File: config.mk
export PLATFORM = sky130hd
export DESIGN_NAME = sdram_burst_colgen
export DESIGN_NICKNAME = d
export VERILOG_FILES = /design/src/rtl/colgen_pkg.sv /design/src/rtl/colgen_len_decode.sv /design/src/rtl/colgen_addr.sv /design/src/rtl/colgen_ctrl.sv /design/src/rtl/sdram_burst_colgen.sv
export SDC_FILE = /design/constraint.sdc
export NUM_CORES = 1
export LEC_CHECK = 0
export ABC_AREA = 1
export BUFFER_PORTS_ARGS = -buffer_cell sky130_fd_sc_hd__buf_2
export CAP_MARGIN = 20
export CORE_UTILIZATION = 62
export DETAILED_ROUTE_END_ITERATION = 10
export PLACE_DENSITY = 0.84
export SETUP_SLACK_MARGIN = 0.3
export SYNTH_ARGS = -nofsm -noshare
export SYNTH_HDL_FRONTEND = slang
export SYNTH_SLANG_ARGS = --single-unit
File: constraint.sdc
create_clock -name clk -period 5.3 [get_ports clk]
set_input_delay 1.06 -clock clk [delete_from_list [all_inputs] [get_ports clk]]
set_output_delay 1.06 -clock clk [all_outputs]
set_load 0.03 [all_outputs]
File: src/rtl/colgen_pkg.sv
package colgen_pkg;

  typedef enum logic [2:0] {
    BLEN_1    = 3'd0,
    BLEN_2    = 3'd1,
    BLEN_4    = 3'd2,
    BLEN_8    = 3'd3,
    BLEN_PAGE = 3'd7
  } blen_code_e;

  typedef enum logic {
    ORD_LINEAR = 1'b0,
    ORD_XOR    = 1'b1
  } burst_order_e;

endpackage

File: src/rtl/colgen_len_decode.sv
module colgen_len_decode
  import colgen_pkg::*;
#(
  parameter int COL_W    = 9,
  parameter int MAX_LOG2 = 3
) (
  input  logic [2:0]       code_i,
  output logic [COL_W-1:0] mask_o,
  output logic             page_o
);

  localparam logic [2:0] MAX_CODE = 3'(MAX_LOG2);

  // one candidate mask per fixed length, chosen by the code
  logic [COL_W-1:0] fixed_mask [MAX_LOG2+1];

  for (genvar g = 0; g <= MAX_LOG2; g++) begin : g_len
    assign fixed_mask[g] = COL_W'((1 << g) - 1);
  end

  always_comb begin
    mask_o = '0;
    page_o = 1'b0;
    if (code_i == BLEN_PAGE) begin
      mask_o = '1;
      page_o = 1'b1;
    end else if (code_i <= MAX_CODE) begin
      mask_o = fixed_mask[code_i];
    end
  end

endmodule

File: src/rtl/colgen_addr.sv
module colgen_addr #(
  parameter int COL_W = 9
) (
  input  logic [COL_W-1:0] base_i,
  input  logic [COL_W-1:0] cnt_i,
  input  logic [COL_W-1:0] mask_i,
  input  logic             xor_i,
  input  logic             page_i,
  output logic [COL_W-1:0] col_o
);

  logic [COL_W-1:0] step;
  logic [COL_W-1:0] sum;
  logic [COL_W-1:0] lin_col;
  logic [COL_W-1:0] xor_col;

  always_comb begin
    step    = cnt_i & mask_i;
    sum     = base_i + step;
    lin_col = (base_i & ~mask_i) | (sum & mask_i);
    xor_col = base_i ^ step;
    col_o   = (xor_i && !page_i) ? xor_col : lin_col;
  end

endmodule

File: src/rtl/colgen_ctrl.sv
module colgen_ctrl #(
  parameter int COL_W = 9
) (
  input  logic             clk,
  input  logic             rst_n,
  input  logic             cke_i,
  input  logic             start_i,
  input  logic             stop_i,
  input  logic [COL_W-1:0] start_col_i,
  input  logic [COL_W-1:0] mask_i,
  input  logic             page_i,
  input  logic             xor_i,
  output logic             active_o,
  output logic             run_o,
  output logic [COL_W-1:0] cnt_o,
  output logic [COL_W-1:0] base_o,
  output logic [COL_W-1:0] mask_o,
  output logic             page_o,
  output logic             xor_o,
  output logic             last_o
);

  logic             active_q, active_d;
  logic             cke_q;
  logic [COL_W-1:0] cnt_q, cnt_d;
  logic [COL_W-1:0] base_q, mask_q;
  logic             page_q, xor_q;
  logic             take_start, take_stop, cfg_en;

  // commands and advancement use the clock enable delayed by one edge
  always_comb begin
    take_start = start_i & cke_q;
    take_stop  = stop_i & cke_q & ~start_i;
    cfg_en     = take_start;
    last_o     = active_q & ~page_q & (cnt_q == mask_q);
    active_d   = active_q;
    cnt_d      = cnt_q;
    if (take_start) begin
      active_d = 1'b1;
      cnt_d    = '0;
    end else if (take_stop) begin
      active_d = 1'b0;
    end else if (cke_q && active_q) begin
      if (last_o) active_d = 1'b0;
      else        cnt_d    = cnt_q + 1'b1;
    end
  end

  always_ff @(posedge clk or negedge rst_n) begin
    if (!rst_n) begin
      active_q <= 1'b0;
      cnt_q    <= '0;
      cke_q    <= 1'b1;
    end else begin
      active_q <= active_d;
      cnt_q    <= cnt_d;
      cke_q    <= cke_i;
    end
  end

  always_ff @(posedge clk or negedge rst_n) begin
    if (!rst_n) begin
      base_q <= '0;
      mask_q <= '0;
      page_q <= 1'b0;
      xor_q  <= 1'b0;
    end else if (cfg_en) begin
      base_q <= start_col_i;
      mask_q <= mask_i;
      page_q <= page_i;
      xor_q  <= xor_i;
    end
  end

  assign active_o = active_q;
  assign run_o    = cke_q;
  assign cnt_o    = cnt_q;
  assign base_o   = base_q;
  assign mask_o   = mask_q;
  assign page_o   = page_q;
  assign xor_o    = xor_q;

  // accepted start opens a burst at beat zero
  p_start_opens_r2: assert property (@(posedge clk) disable iff (!rst_n)
    (start_i && cke_q) |=> (active_q && cnt_q == '0));

  // accepted stop without start closes the burst
  p_stop_closes_r9: assert property (@(posedge clk) disable iff (!rst_n)
    (stop_i && !start_i && cke_q) |=> !active_q);

  // a final beat that advances closes the burst
  p_last_closes_r7: assert property (@(posedge clk) disable iff (!rst_n)
    (last_o && cke_q && !start_i) |=> !active_q);

  // suspended edge keeps all sequence state
  p_suspend_hold_r10: assert property (@(posedge clk) disable iff (!rst_n)
    !cke_q |=> ($stable(active_q) && $stable(cnt_q) && $stable(base_q)));

endmodule

File: src/rtl/sdram_burst_colgen.sv
module sdram_burst_colgen #(
  parameter int COL_W    = 9,
  parameter int MAX_LOG2 = 3
) (
  input  logic             clk,
  input  logic             rst_n,
  input  logic             cke_i,
  input  logic             start_i,
  input  logic [COL_W-1:0] start_col_i,
  input  logic [2:0]       blen_i,
  input  logic             order_i,
  input  logic             stop_i,
  output logic [COL_W-1:0] col_o,
  output logic             valid_o,
  output logic             last_o
);

  logic [COL_W-1:0] dec_mask, cnt, base, mask;
  logic             dec_page, page, xor_sel, run;

  colgen_len_decode #(.COL_W(COL_W), .MAX_LOG2(MAX_LOG2)) u_dec (
    .code_i (blen_i),
    .mask_o (dec_mask),
    .page_o (dec_page)
  );

  colgen_ctrl #(.COL_W(COL_W)) u_ctrl (
    .clk         (clk),
    .rst_n       (rst_n),
    .cke_i       (cke_i),
    .start_i     (start_i),
    .stop_i      (stop_i),
    .start_col_i (start_col_i),
    .mask_i      (dec_mask),
    .page_i      (dec_page),
    .xor_i       (order_i),
    .active_o    (valid_o),
    .run_o       (run),
    .cnt_o       (cnt),
    .base_o      (base),
    .mask_o      (mask),
    .page_o      (page),
    .xor_o       (xor_sel),
    .last_o      (last_o)
  );

  colgen_addr #(.COL_W(COL_W)) u_addr (
    .base_i (base),
    .cnt_i  (cnt),
    .mask_i (mask),
    .xor_i  (xor_sel),
    .page_i (page),
    .col_o  (col_o)
  );

  // every beat lies in the aligned block of the start column
  p_in_block_r4: assert property (@(posedge clk) disable iff (!rst_n)
    valid_o |-> (((col_o ^ base) & ~mask) == '0));

  // a running page burst steps from the top column back to zero
  p_page_wrap_r6: assert property (@(posedge clk) disable iff (!rst_n)
    (valid_o && page && run && !start_i && !stop_i && col_o == '1)
      |=> (valid_o && col_o == '0));

  // no final-beat flag while a page burst runs
  p_page_no_last_r6: assert property (@(posedge clk) disable iff (!rst_n)
    (valid_o && page) |-> !last_o);

endmodule

Yosys cells after proc, flatten, opt, wreduce, memory -nomap -nowiden:

Index checks and enable logic that the tools add are counted.
W data, S select, Z words.

* $add $sub $neg: 2
* multiply operators: 0
* div/mod/pow operators: 0
* magnitude comparators: 2
* eq/ne operators: 4
* shift operators: 0
* mux-type cells: 15
* bitwise logic cells: 14
* reductions and logical operators: 8

Operator list (count)
* $mux W9: 9
* $and A9 B9 Y9: 3
* $bmux W9 S2: 1
* $add A9 B1 Y9 const B: 1
* $add A9 B9 Y9: 1
* $eq A9 B9 Y1: 1
* $not A9 Y9: 1
* $or A9 B9 Y9: 1
* $xor A9 B9 Y9: 1
* $reduce_bool A3 Y1: 2
* $and A1 B1 Y1: 5
* $mux W1: 5
* $ge A4 B3 Y1 const B: 1
* $not A3 Y4: 1
* $eq A3 B3 Y1 const B: 1
* $le A3 B2 Y1 const B: 1
* $reduce_and A3 Y1: 1
* $logic_and A1 B1 Y1: 2
* $ne A2 B1 Y1 const B: 1
* $ne A2 B2 Y1 const B: 1
* $not A1 Y1: 2
* $reduce_and A2 Y1: 1
* $reduce_bool A2 Y1: 1
* $logic_not A1 Y1: 1

* register bits: 31
* latch bits: 0
* memory bits (writable): 0
* memory bits (read-only): 0
* input port bits: 18
* output and inout bits: 11
* word-level logic and storage cells: 52
* memories: 0

Longest topological paths before layout:

Gate-level depths: netlist of the first run.

* depth after elaboration: 7
* mapped depth: 13
* depth with buffers taken out: 13

Modules after synthesis:

A second synthesis of the first run with hierarchy kept.

* cell total of the unflattened synthesis: 364
* area total of the unflattened synthesis: 2308.5 um^2

By module, submodules not included
* colgen_ctrl: times used 1, cells each 208, area an instance 1546.5 um^2, sequential area each 777.0 um^2
* colgen_addr: times used 1, cells each 142, area an instance 679.4 um^2, sequential area each 0.0 um^2
* colgen_len_decode: times used 1, cells each 14, area an instance 82.6 um^2, sequential area each 0.0 um^2

Worst setup path after synthesis of the first run:

OpenSTA, ideal clock, no wires.

* path kind: register to output
* start point: reg u_ctrl.cnt_q[0], in the netlist u_ctrl.cnt_o[0]
* end point: out col_o[4]
* arrival time: 1.912 ns
* required time: 4.240 ns
* slack: 2.328 ns
* cell stages (with the launch flop): 10
* buffers on the path: 0
* cells stage by stage: dfrtp_1 -> ha_1 -> ha_1 -> inv_1 -> fa_1 -> inv_1 -> nand2_1 -> nand2_1 -> nand3_1 -> o211ai_1

* longest elaborated chain between the ends: 5

RTL lines
* start: declaration: RTL line colgen_ctrl.sv:25 `logic [COL_W-1:0] cnt_q, cnt_d;`
* start signal: assignment: RTL line colgen_ctrl.sv:56 `cnt_q <= cnt_d;`
* $and A9 B9 Y9: RTL line colgen_addr.sv:18 `step = cnt_i & mask_i;`
* $add A9 B9 Y9: RTL line colgen_addr.sv:19 `sum = base_i + step;`
* $and A9 B9 Y9: RTL line colgen_addr.sv:20 `lin_col = (base_i & ~mask_i) | (sum & mask_i);`
* $or A9 B9 Y9: RTL line colgen_addr.sv:20
* $mux W9: RTL line colgen_addr.sv:22 `col_o = (xor_i && !page_i) ? xor_col : lin_col;`
* end: declaration: RTL line sdram_burst_colgen.sv:13 `output logic [COL_W-1:0] col_o,`

No other way between the ends.

Final worst setup path of the first run:

* start point: reg u_ctrl.mask_q[7], in the netlist u_ctrl.mask_o[7]
* end point: out col_o[8]

* longest elaborated chain between the ends: 5

RTL lines
* start: declaration: RTL line colgen_ctrl.sv:26 `logic [COL_W-1:0] base_q, mask_q;`
* start signal: assignment: RTL line colgen_ctrl.sv:69 `mask_q <= mask_i;`
* $and A9 B9 Y9: RTL line colgen_addr.sv:18
* $add A9 B9 Y9: RTL line colgen_addr.sv:19
* $and A9 B9 Y9: RTL line colgen_addr.sv:20
* $or A9 B9 Y9: RTL line colgen_addr.sv:20
* $mux W9: RTL line colgen_addr.sv:22

No other way between the ends.

==> out/qor.yml, run 1 <==
pwr:
  irDropWorstVdd_v: 0.000183
  pwr-share-clk: 0.152
  p_per_area_nw_per_um2: 280
  netSwitchingFraction: 0.446
  power.share.combinational: 0.434
  p_sw_w: 0.000273
  internal-power_w: 0.000340
  cellLeakagePower_nw: 1.28
  seq_power_share: 0.414
setup_path:
  timing.rr.start: "u_ctrl.mask_o[7]$_DFFE_PN0P_"
  cp_max_fo: 19
  crit_type: "reg -> out"
  crit_path_start: "u_ctrl.mask_o[7]$_DFFE_PN0P_"
  setup.worst_path.end_class: "output port"
  rrSetupSlack_ps: 3270
  cp-start-kind: "register"
  arrival_ps: 2500
  worstPathRequired_ps: 4240
yosys:
  synth_top_area_cell: "dfrtp_1"
  yosys_warnings: 0
  synthCells: 298
  ys_seq_elements: 25
  ys_types: 30
  synth_area_per_cell_um2: 6.75
  ys_seq_area_frac: 0.312
  synth_top_cell_area_share: 0.299
  synthesis.nets: 335
  netlist_area_um2: 2010
  ys_top_cells_by_area: "dfrtp_1 30%, nand2_1 21%, ha_1 11%"
global_routing:
  antenna_found_initial: 0
  grt.met1_usage: 0.338
  grt_use_total: 0.272
  grt_first_pass_wirelength_um: 7260
  grt_max_degree: 26
  grt_pass1_vias: 1769
  grt_overflow: 0
  use_met3: 0.0462
  met2_usage: 0.481
  busiest_layer: "met2"
worst_hold_path:
  hold_path.class: "reg -> reg"
  worstHoldStart: "u_ctrl.base_o[2]$_DFFE_PN0P_"
clock_tree:
  cts_sinks: 25
  cts_root_buffer: "clkbuf_4"
  cts_made_buffers: 3
  cts_tree: "yes"
  clk-insertion-delay-late_ps: 330
  clkTransAtPathRegs_ps: 150
  cts_hold_buf: 0
  htreeDepth: 1
  cts_resized: 0
  cts_setup_buffers: 0
  clockBufferDepth: 2
route:
  ant_nets: 0
  detail_route.wirelength_um: 4220
  drc: 0
  drtIter0Drc: 63
  avgRoutedWirePerCell_um: 11.5
  vias: 1903
  drt_pass1_iterations: 4
  viasPerCell: 5.17
timing:
  clock.fmax_ghz: 0.281
  fin_skew_ps: 6.98
  fin_tns_setup_ps: 0
  grt_setup_unrepaired: "false"
  hold_slack_ps: 542
  period_minus_slack_ps: 3560
  maxSlewViolCount: 0
  finalSetupViolations: 0
  final-hold-violation-count: 0
  fin_ws_ps: 1740
  relSlewSlack: 0.435
  period_share: 0.671
  worstMarginPinSlew_ps: 844
layout:
  diodes: 0
  drive_gt1_frac: 0.148
  final_core_util: 0.717
  nets: 362
  finalInstanceArea_um2: 2190
  area_growth_pct: 8.84
  final_cell_mix: "110 x nand2_1, 35 x inv_1, 28 x buf_2"
  layout_commonest_cell: "nand2_1"
  nFillCells: 267
  seqCellArea_um2: 627
  multiInputGateArea_um2: 1170
floorplan:
  die_area_um2: 3470
  die_h_um: 58.9
  row_count: 20
  start_util: 0.659
  fp.dieW_um: 58.9
  ios: 29
  design.core.area_um2: 3050
placement:
  gp_congestion: 0.850
  pre_cts_ws_ps: 2180
  dp_hpwl_um: 3170
  placed_cell_area_um2: 2160
  numPortBuffers: 28
job:
  maxCapViolCount: 0
status:
  outcome: "complete, no violations"
-- cells in the mapped netlist --
cell type and n:
dfstp_2 1, nand4_1 6, a31oi_1 2, nand2_4 1
nor3b_1 2, xnor2_1 2, nand3b_1 2, ha_1 18
nand2_8 1, a21oi_1 6, nand2_2 2, o21ai_0 4
nand3_1 23, inv_1 35, o211ai_1 3, nand3_2 2
fa_1 1, nor2_2 2, a22oi_1 1, buf_12 1
nand2_1 110, clkinv_1 2, or2_1 2, buf_2 4
nor2_1 27, nor3_1 1, buf_4 1, inv_2 7
dfrtp_1 24, o21ai_1 5
-- state kept, by name, indices dropped and copies added (netlist names) --
| register | count |
|---|---|
| u_ctrl.active_o | 1 |
| u_ctrl.base_o | 9 |
| u_ctrl.cnt_o | 9 |
| u_ctrl.mask_o | 4 |
| u_ctrl.run_o | 1 |
| u_ctrl.xor_o | 1 |
-- cells by family (layout without fill, tap and decap cells) --
family	count (synthesis)	count (layout)	share of synthesized area
AND/OR/NAND/NOR	181	181	0.393
adder cells (fa/ha/maj)	19	19	0.122
buffers and inverters	50	76	0.106
XOR/XNOR	2	2	0.00871
flip-flops	25	25	0.312
AO/OA/AOI/OAI	21	21	0.0585
-- through the flow --
| step | instances | power [W] |
|---|---|---|
| after floorplan | 298 | 0.000454 |
| after global placement | 364 | 0.000513 |
| after detailed placement | 364 | 0.000523 |
| after CTS | 368 | 0.000616 |
| after global routing | 368 | 0.000659 |
| final | 368 | 0.000613 |
-- routing by layer --
metal  part of all wire  wire length, µm
met1               0.46             1940
met2               0.50             2120
met3              0.031              129
met4             0.0069               29
met5                  0                0
-- path summary, 6_finish.rpt --
| path | cells past startpoint | to |
|---|---|---|
| worst max-delay path | 10 | col_o[8] |
| worst min-delay path | 2 | u_ctrl.base_o[2]$_DFFE_PN0P_ |
| worst max register to register | 10 | u_ctrl.cnt_o[1]$_DFFE_PN0P_ |
| worst min register to register | 2 | u_ctrl.base_o[2]$_DFFE_PN0P_ |
| max in group asynchronous | 1 | u_ctrl.base_o[6]$_DFFE_PN0P_ |
| min in group asynchronous | 1 | u_ctrl.active_o$_DFFE_PN0P_ |
-- worst max-delay path, cell delays in order, from the launching register on --
cell and delay [ps]:
dfrtp_1 760, ha_1 270, ha_1 270, or2_1 280, nand3_1 120, nand2_1 60, nand2_1 60, nand3_1 60
nand2_1 80, nand2_1 40, buf_2 170
-- final cells by class --
type                       count  share of cell area
multi-input combinational    223               0.535
timing repair buffer          28              0.0640
clock inverter                 1             0.00343
tap                           44              0.0252
inverter                      44              0.0755
clock buffer                   3              0.0103
sequential                    25               0.286
-- power by group through the flow --
stage               sequential (W)  combinational (W)  clock [W]
finish                    0.000254           0.000266  0.0000934
global route              0.000257           0.000299   0.000103
CTS                       0.000253           0.000267  0.0000960
detailed placement        0.000257           0.000266          0
global placement          0.000255           0.000257          0
floorplan                 0.000248           0.000205          0
No activity file was read; power rests on OpenSTA's default activity.
==> run 2: changes to the inputs <==
--- a/config.mk
+++ b/config.mk
@@ -8,9 +8,9 @@
 export ABC_AREA = 1
 export BUFFER_PORTS_ARGS = -buffer_cell sky130_fd_sc_hd__buf_2
 export CAP_MARGIN = 20
-export CORE_UTILIZATION = 62
+export CORE_UTILIZATION = 52
 export DETAILED_ROUTE_END_ITERATION = 10
-export PLACE_DENSITY = 0.84
+export PLACE_DENSITY = 0.75
 export SETUP_SLACK_MARGIN = 0.3
 export SYNTH_ARGS = -nofsm -noshare
 export SYNTH_HDL_FRONTEND = slang
==> constraint.sdc (replaced) <==
create_clock -name clk -period 3.15 [get_ports clk]
set_input_delay 0.63 -clock clk [delete_from_list [all_inputs] [get_ports clk]]
set_output_delay 0.63 -clock clk [all_outputs]
set_load 0.03 [all_outputs]
==> out/qor.yml, run 2 (same netlist as run 1, synthesis figures left out) <==
status:
  outcome: "complete, no violations"
placement:
  gp_congestion: 0.825  # -3.0%
  dp_hpwl_um: 3150  # -0.59%
  numPortBuffers: 28  # unchanged
  dp.cells: 369  # +1.4%
  pre_cts_ws_ps: 436  # -1740 ps
layout:
  nets: 374  # +3.3%
  diodes: 0  # unchanged
  layout_commonest_cell: "nand2_1"
  area_growth_pct: 20.8
  final_cell_mix: "108 x nand2_1, 34 x inv_1, 27 x nor2_1"
  fin_cells: 384  # +4.3%
  drive_gt1_frac: 0.250  # +0.102
  nFillCells: 321  # +20%
pwr:
  seq_power_share: 0.355  # -0.059
  power.share.combinational: 0.469  # +0.035
  internal-power_w: 0.000682  # +100%
  p_sw_w: 0.000500  # +83%
  cellLeakagePower_nw: 1.33  # +4.2%
  irDropWorstVdd_v: 0.000349  # +90%
  p_per_area_nw_per_um2: 487  # +74%
  netSwitchingFraction: 0.423  # -0.0225
  pwr-share-clk: 0.176  # +0.024
timing:
  clock.fmax_ghz: 0.357
  relSlewSlack: 0.613  # +0.177
  period_minus_slack_ps: 2800
  grt_setup_unrepaired: "true"
  finalSetupViolations: 0  # unchanged
  worstMarginPinSlew_ps: 581  # -263 ps
  period_share: 0.889
  fin_ws_ps: 349  # -1390 ps
  maxSlewViolCount: 0  # unchanged
  fin_tns_setup_ps: 0  # unchanged
  final-hold-violation-count: 0  # unchanged
  fin_skew_ps: 9.77  # +2.79 ps
clock_tree:
  clkTransAtPathRegs_ps: 100  # -50 ps
  cts_tree: "yes"
  clockBufferDepth: 2  # unchanged
  cts_sinks: 25  # unchanged
  clk-insertion-delay-late_ps: 280  # -50 ps
  htreeDepth: 1  # unchanged
  cts_hold_buf: 0  # unchanged
  cts_made_buffers: 3  # unchanged
  cts_root_buffer: "clkbuf_8"
setup_path:
  cp-start-kind: "register"
  crit_type: "reg -> out"
  path_cells: "ha_4 -> ha_4 -> inv_1 -> fa_2 -> inv_2 -> nand2_2 -> nand2_2 -> buf_4 -> nand3_1 -> o211ai_1 -> buf_4"
  cp_slowest_cell: "dfrtp_1"
  cp_max_fo: 3  # -16
  cpPeakStageDelay_ps: 410  # -350 ps
  rrSetupSlack_ps: 1340  # -1930 ps
  setup.worst_path.end_class: "output port"
  worstPathRequired_ps: 2520  # -1720 ps
  arrival_ps: 2170  # -330 ps
worst_hold_path:
  hold_path.class: "in -> async"
route:
  drtIter0Drc: 80  # +27%
  drt_pass1_iterations: 4  # unchanged
  viasPerCell: 5.10  # -1.4%
  ant_nets: 0  # unchanged
  detail_route.wirelength_um: 4750  # +13%
  avgRoutedWirePerCell_um: 12.4  # +8.0%
  drc: 0  # unchanged
  vias: 1958  # +2.9%
floorplan:
  die_h_um: 64.2  # +8.9%
  fp.dieW_um: 64.2  # +8.9%
  die_area_um2: 4120  # +19%
  start_util: 0.545  # -0.113
  design.core.area_um2: 3690  # +21%
  ios: 29  # unchanged
  row_count: 22  # +10%
job:
  maxCapViolCount: 0  # unchanged
global_routing:
  grt_use_total: 0.237  # -0.0344
  grt_first_pass_wirelength_um: 7740  # +6.7%
  grt_overflow: 0  # unchanged
  grt_pass1_vias: 1716  # -3.0%
  antenna_found_initial: 0  # unchanged
  grt_max_degree: 26  # unchanged
[run 2: power by group through the flow]
stage	Combinational, W	Sequential [W]	Clock, W
2_1_floorplan	0.000346	0.000417	0
3_3_place_gp	0.000438	0.000431	0
3_5_place_dp	0.000446	0.000433	0
4_1_cts	0.000470	0.000418	0.000209
5_1_grt	0.000621	0.000425	0.000222
6_report	0.000555	0.000420	0.000208
[run 2: final cells by class]
| type | instances | area [µm²] | share of cell area |
|---|---|---|---|
| clock inverters | 1 | 7.51 | 0.00309 |
| repair buffers | 40 | 241 | 0.0994 |
| inverters | 44 | 165 | 0.0680 |
| well taps | 48 | 60.1 | 0.0247 |
| multi-input cells | 223 | 1280 | 0.526 |
| clock buffers | 3 | 41.3 | 0.0170 |
| flip-flops and latches | 25 | 637 | 0.262 |
[run 2: worst paths after layout]
path	to	from	cells past startpoint
worst max-delay path	col_o[4]	u_ctrl.mask_o[0]$_DFFE_PN0P_	11
worst max register to register	u_ctrl.cnt_o[7]$_DFFE_PN0P_	u_ctrl.mask_o[7]$_DFFE_PN0P_	11
min in group clk	u_ctrl.run_o$_DFF_PN1_	cke_i	1
worst min-delay path	u_ctrl.active_o$_DFFE_PN0P_	rst_n	1
worst min register to register	u_ctrl.base_o[8]$_DFFE_PN0P_	u_ctrl.base_o[8]$_DFFE_PN0P_	2
max in group asynchronous	u_ctrl.cnt_o[4]$_DFFE_PN0P_	rst_n	1
[run 2: per-layer routing]
layer	part of all wire	wire length, µm	track usage	vias to the layer above
met2	0.47	2230	0.392	25
met3	0.027	126	0.0286	7
met5	0	0	0	-
met4	0.016	74	0.0583	0
met1	0.49	2320	0.329	911
li1	-	-	-	1015
[run 2: worst max-delay path: cells and delay by family, from the launching register on]
kind | cells | cell delay [ps]
fa+ha+maj | 3 | 620
simple gates | 3 | 230
flops | 1 | 410
compound gates | 1 | 210
buf+inv | 4 | 420
[run 2: per-stage QoR]
| stage | area (µm²) | hold WS [ps] | utilization | total power (W) |
|---|---|---|---|---|
| 4_1_cts | 2250 | 353 | 0.609 | 0.00110 |
| 2_1_floorplan | 2010 | 334 | - | 0.000763 |
| 6_report | 2430 | 326 | 0.659 | 0.00118 |
| 5_1_grt | 2430 | 366 | 0.659 | 0.00127 |
| 3_5_place_dp | 2170 | 503 | 0.589 | 0.000879 |
| 3_3_place_gp | 2170 | 500 | 0.589 | 0.000869 |
[run 2: what timing repair did]
action,CTS,global route
endpoints found under the setup margin,5,4
buffers inserted,3,8
pin swaps,0,4
resized for setup,3,30
==> run 3: changes to the inputs <==
--- a/config.mk
+++ b/config.mk
@@ -8,6 +8,7 @@
 export ABC_AREA = 1
 export BUFFER_PORTS_ARGS = -buffer_cell sky130_fd_sc_hd__buf_2
 export CAP_MARGIN = 20
+export CORE_MARGIN = 2
 export CORE_UTILIZATION = 52
 export DETAILED_ROUTE_END_ITERATION = 10
 export PLACE_DENSITY = 0.75
==> out/qor.yml, run 3 (same netlist as run 1, synthesis figures left out) <==
pwr:
  seq_power_share: 0.365  # +0.010
  internal-power_w: 0.000682  # about the same
  finalPower_w: 0.00117  # -1.5%
  cellLeakagePower_nw: 1.35  # +1.3%
  p_sw_w: 0.000484  # -3.3%
  p_per_area_nw_per_um2: 476  # -2.3%
  netSwitchingFraction: 0.415  # -0.00795
  irDropWorstVdd_v: 0.000298  # -14%
  pwr-share-clk: 0.170  # -0.006
  power.share.combinational: 0.465  # -0.004
timing:
  relSlewSlack: 0.620  # +0.00693
  grt_setup_unrepaired: "true"
  maxSlewViolCount: 0  # unchanged
  finalSetupViolations: 0  # unchanged
  period_share: 0.860  # -0.0287
  period_minus_slack_ps: 2710  # -90.5 ps
  fin_skew_ps: 5.61  # -4.16 ps
  fin_tns_setup_ps: 0  # unchanged
  clock.fmax_ghz: 0.369  # +3.3%
  worstMarginPinSlew_ps: 571  # -10.4 ps
  final-hold-violation-count: 0  # unchanged
route:
  wl_met2_um: 2220  # -0.49%
  ant_nets: 0  # unchanged
  drt_pass1_iterations: 4  # unchanged
  drtIter0Drc: 133  # +66%
  met3_length_um: 115  # -8.7%
  viasPerCell: 5.08  # -0.37%
  wl_met1_um: 2140  # -7.5%
  top_layer: "met4"
  detail_route.wirelength_um: 4520  # -4.9%
  drc: 0  # unchanged
  avgRoutedWirePerCell_um: 11.7  # -5.6%
  vias: 1966  # +0.41%
setup_path:
  crit_type: "reg -> out"
  arrival_ps: 2080  # -90 ps
  r2r-end: "u_ctrl.cnt_o[4]$_DFFE_PN0P_"
  worstPathRequired_ps: 2520  # about the same
  rrSetupSlack_ps: 1420  # +80 ps
  setup.worst_path.end_class: "output port"
  endpoint: "col_o[7]"
  timing.rr.start: "u_ctrl.mask_o[7]$_DFFE_PN0P_"
  cp_max_fo: 5  # +2
  worstRegToRegCells: 11  # unchanged
  crit_path_start: "u_ctrl.cnt_o[2]$_DFFE_PN0P_"
  cp-start-kind: "register"
global_routing:
  grt_pass1_vias: 1796  # +4.7%
  grt_max_degree: 26  # unchanged
  antenna_found_initial: 0  # unchanged
  grt_first_pass_wirelength_um: 7590  # -2.0%
  grt_use_total: 0.221  # -0.0169
  grt_overflow: 0  # unchanged
clock_tree:
  cts_made_buffers: 3  # unchanged
  htreeDepth: 1  # unchanged
  cts_sinks: 25  # unchanged
  cts_tree: "yes"
  clockBufferDepth: 2  # unchanged
  clk-insertion-delay-late_ps: 270  # about the same
  cts_root_buffer: "clkbuf_8"
  clkTransAtPathRegs_ps: 90  # about the same
  cts_hold_buf: 0  # unchanged
placement:
  numPortBuffers: 28  # unchanged
  placed_cell_area_um2: 2170  # unchanged
  gp_congestion: 0.862  # +4.5%
  dp_hpwl_um: 3150  # about the same
floorplan:
  row_count: 22  # unchanged
  die_h_um: 66.2  # +3.1%
  design.core.area_um2: 3690  # unchanged
  start_util: 0.545  # unchanged
  fp.dieW_um: 66.2  # +3.1%
  die_area_um2: 4380  # +6.3%
  ios: 29  # unchanged
layout:
  drive_gt1_frac: 0.251  # +0.000737
  area_growth_pct: 21.8
  finalInstanceArea_um2: 2450  # +0.82%
  diodes: 0  # unchanged
  nFillCells: 335  # +4.4%
  seqCellArea_um2: 636  # -0.20%
  nets: 377  # +0.80%
  layout_commonest_cell: "nand2_1"
  multiInputGateArea_um2: 1280  # unchanged
  final_cell_mix: "108 x nand2_1, 33 x inv_1, 27 x nor2_1"
job:
  maxCapViolCount: 0  # unchanged
worst_hold_path:
  hold_path.class: "in -> async"
status:
  outcome: "complete, no violations"
## run 3: layout make-up
type / count / area share
Clock buffer: 3 / 0.0169
Clock inverter: 1 / 0.00204
Inverter: 44 / 0.0674
Multi-Input combinational cell: 223 / 0.521
Sequential cell: 25 / 0.259
Tap cell: 48 / 0.0245
Timing Repair Buffer: 43 / 0.108
## run 3: worst min path at each step
stage	start	endpoint	slack, ps	cells after the start
after global placement	u_ctrl.base_o[8]$_DFFE_PN0P_	u_ctrl.base_o[8]$_DFFE_PN0P_	510	2
after global routing	rst_n	u_ctrl.active_o$_DFFE_PN0P_	380	1
after floorplan	rst_n	u_ctrl.active_o$_DFFE_PN0P_	330	0
after CTS	rst_n	u_ctrl.active_o$_DFFE_PN0P_	360	1
final	rst_n	u_ctrl.xor_o$_DFFE_PN0P_	340	1
after detailed placement	u_ctrl.base_o[7]$_DFFE_PN0P_	u_ctrl.base_o[7]$_DFFE_PN0P_	510	2
## run 3: routing by layer
metal  up-vias  global-route usage
li1       1021                   -
met1       904               0.290
met2        37               0.391
met3         4              0.0307
met4         0              0.0332
met5         -                   0
## run 3: repair_timing
action	CTS	global route
hold endpoints to repair	0	0
setup buffers	4	10
resized for setup	3	27
pin swaps	0	7
endpoints found under the setup margin	5	5
## run 3: metrics by stage
stage          setup slack, ps   util  hold WS, ps  instances
6_report                   440  0.664          340        387
5_1_grt                    256  0.664          379        387
4_1_cts                    318  0.611          356        377
3_5_place_dp               448  0.589          513        369
3_3_place_gp               464  0.589          512        369
2_1_floorplan              608      -          334        298
## run 3: power groups by stage
stage / Clock (W) / Combinational (W) / Sequential (W)
CTS: 0.000205 / 0.000473 / 0.000418
floorplan: 0 / 0.000346 / 0.000417
finish: 0.000198 / 0.000542 / 0.000425
global route: 0.000216 / 0.000616 / 0.000431
detailed placement: 0 / 0.000449 / 0.000431
global placement: 0 / 0.000439 / 0.000431
## run 3: worst max-delay path, stage by stage, from the launching register on
cell,delay [ps]
dfrtp_2,470
ha_1,220
ha_1,310
or2_1,250
nand3_1,120
nand3_1,80
nand3_1,90
nand2_1,50
nand2_1,40
buf_2,180
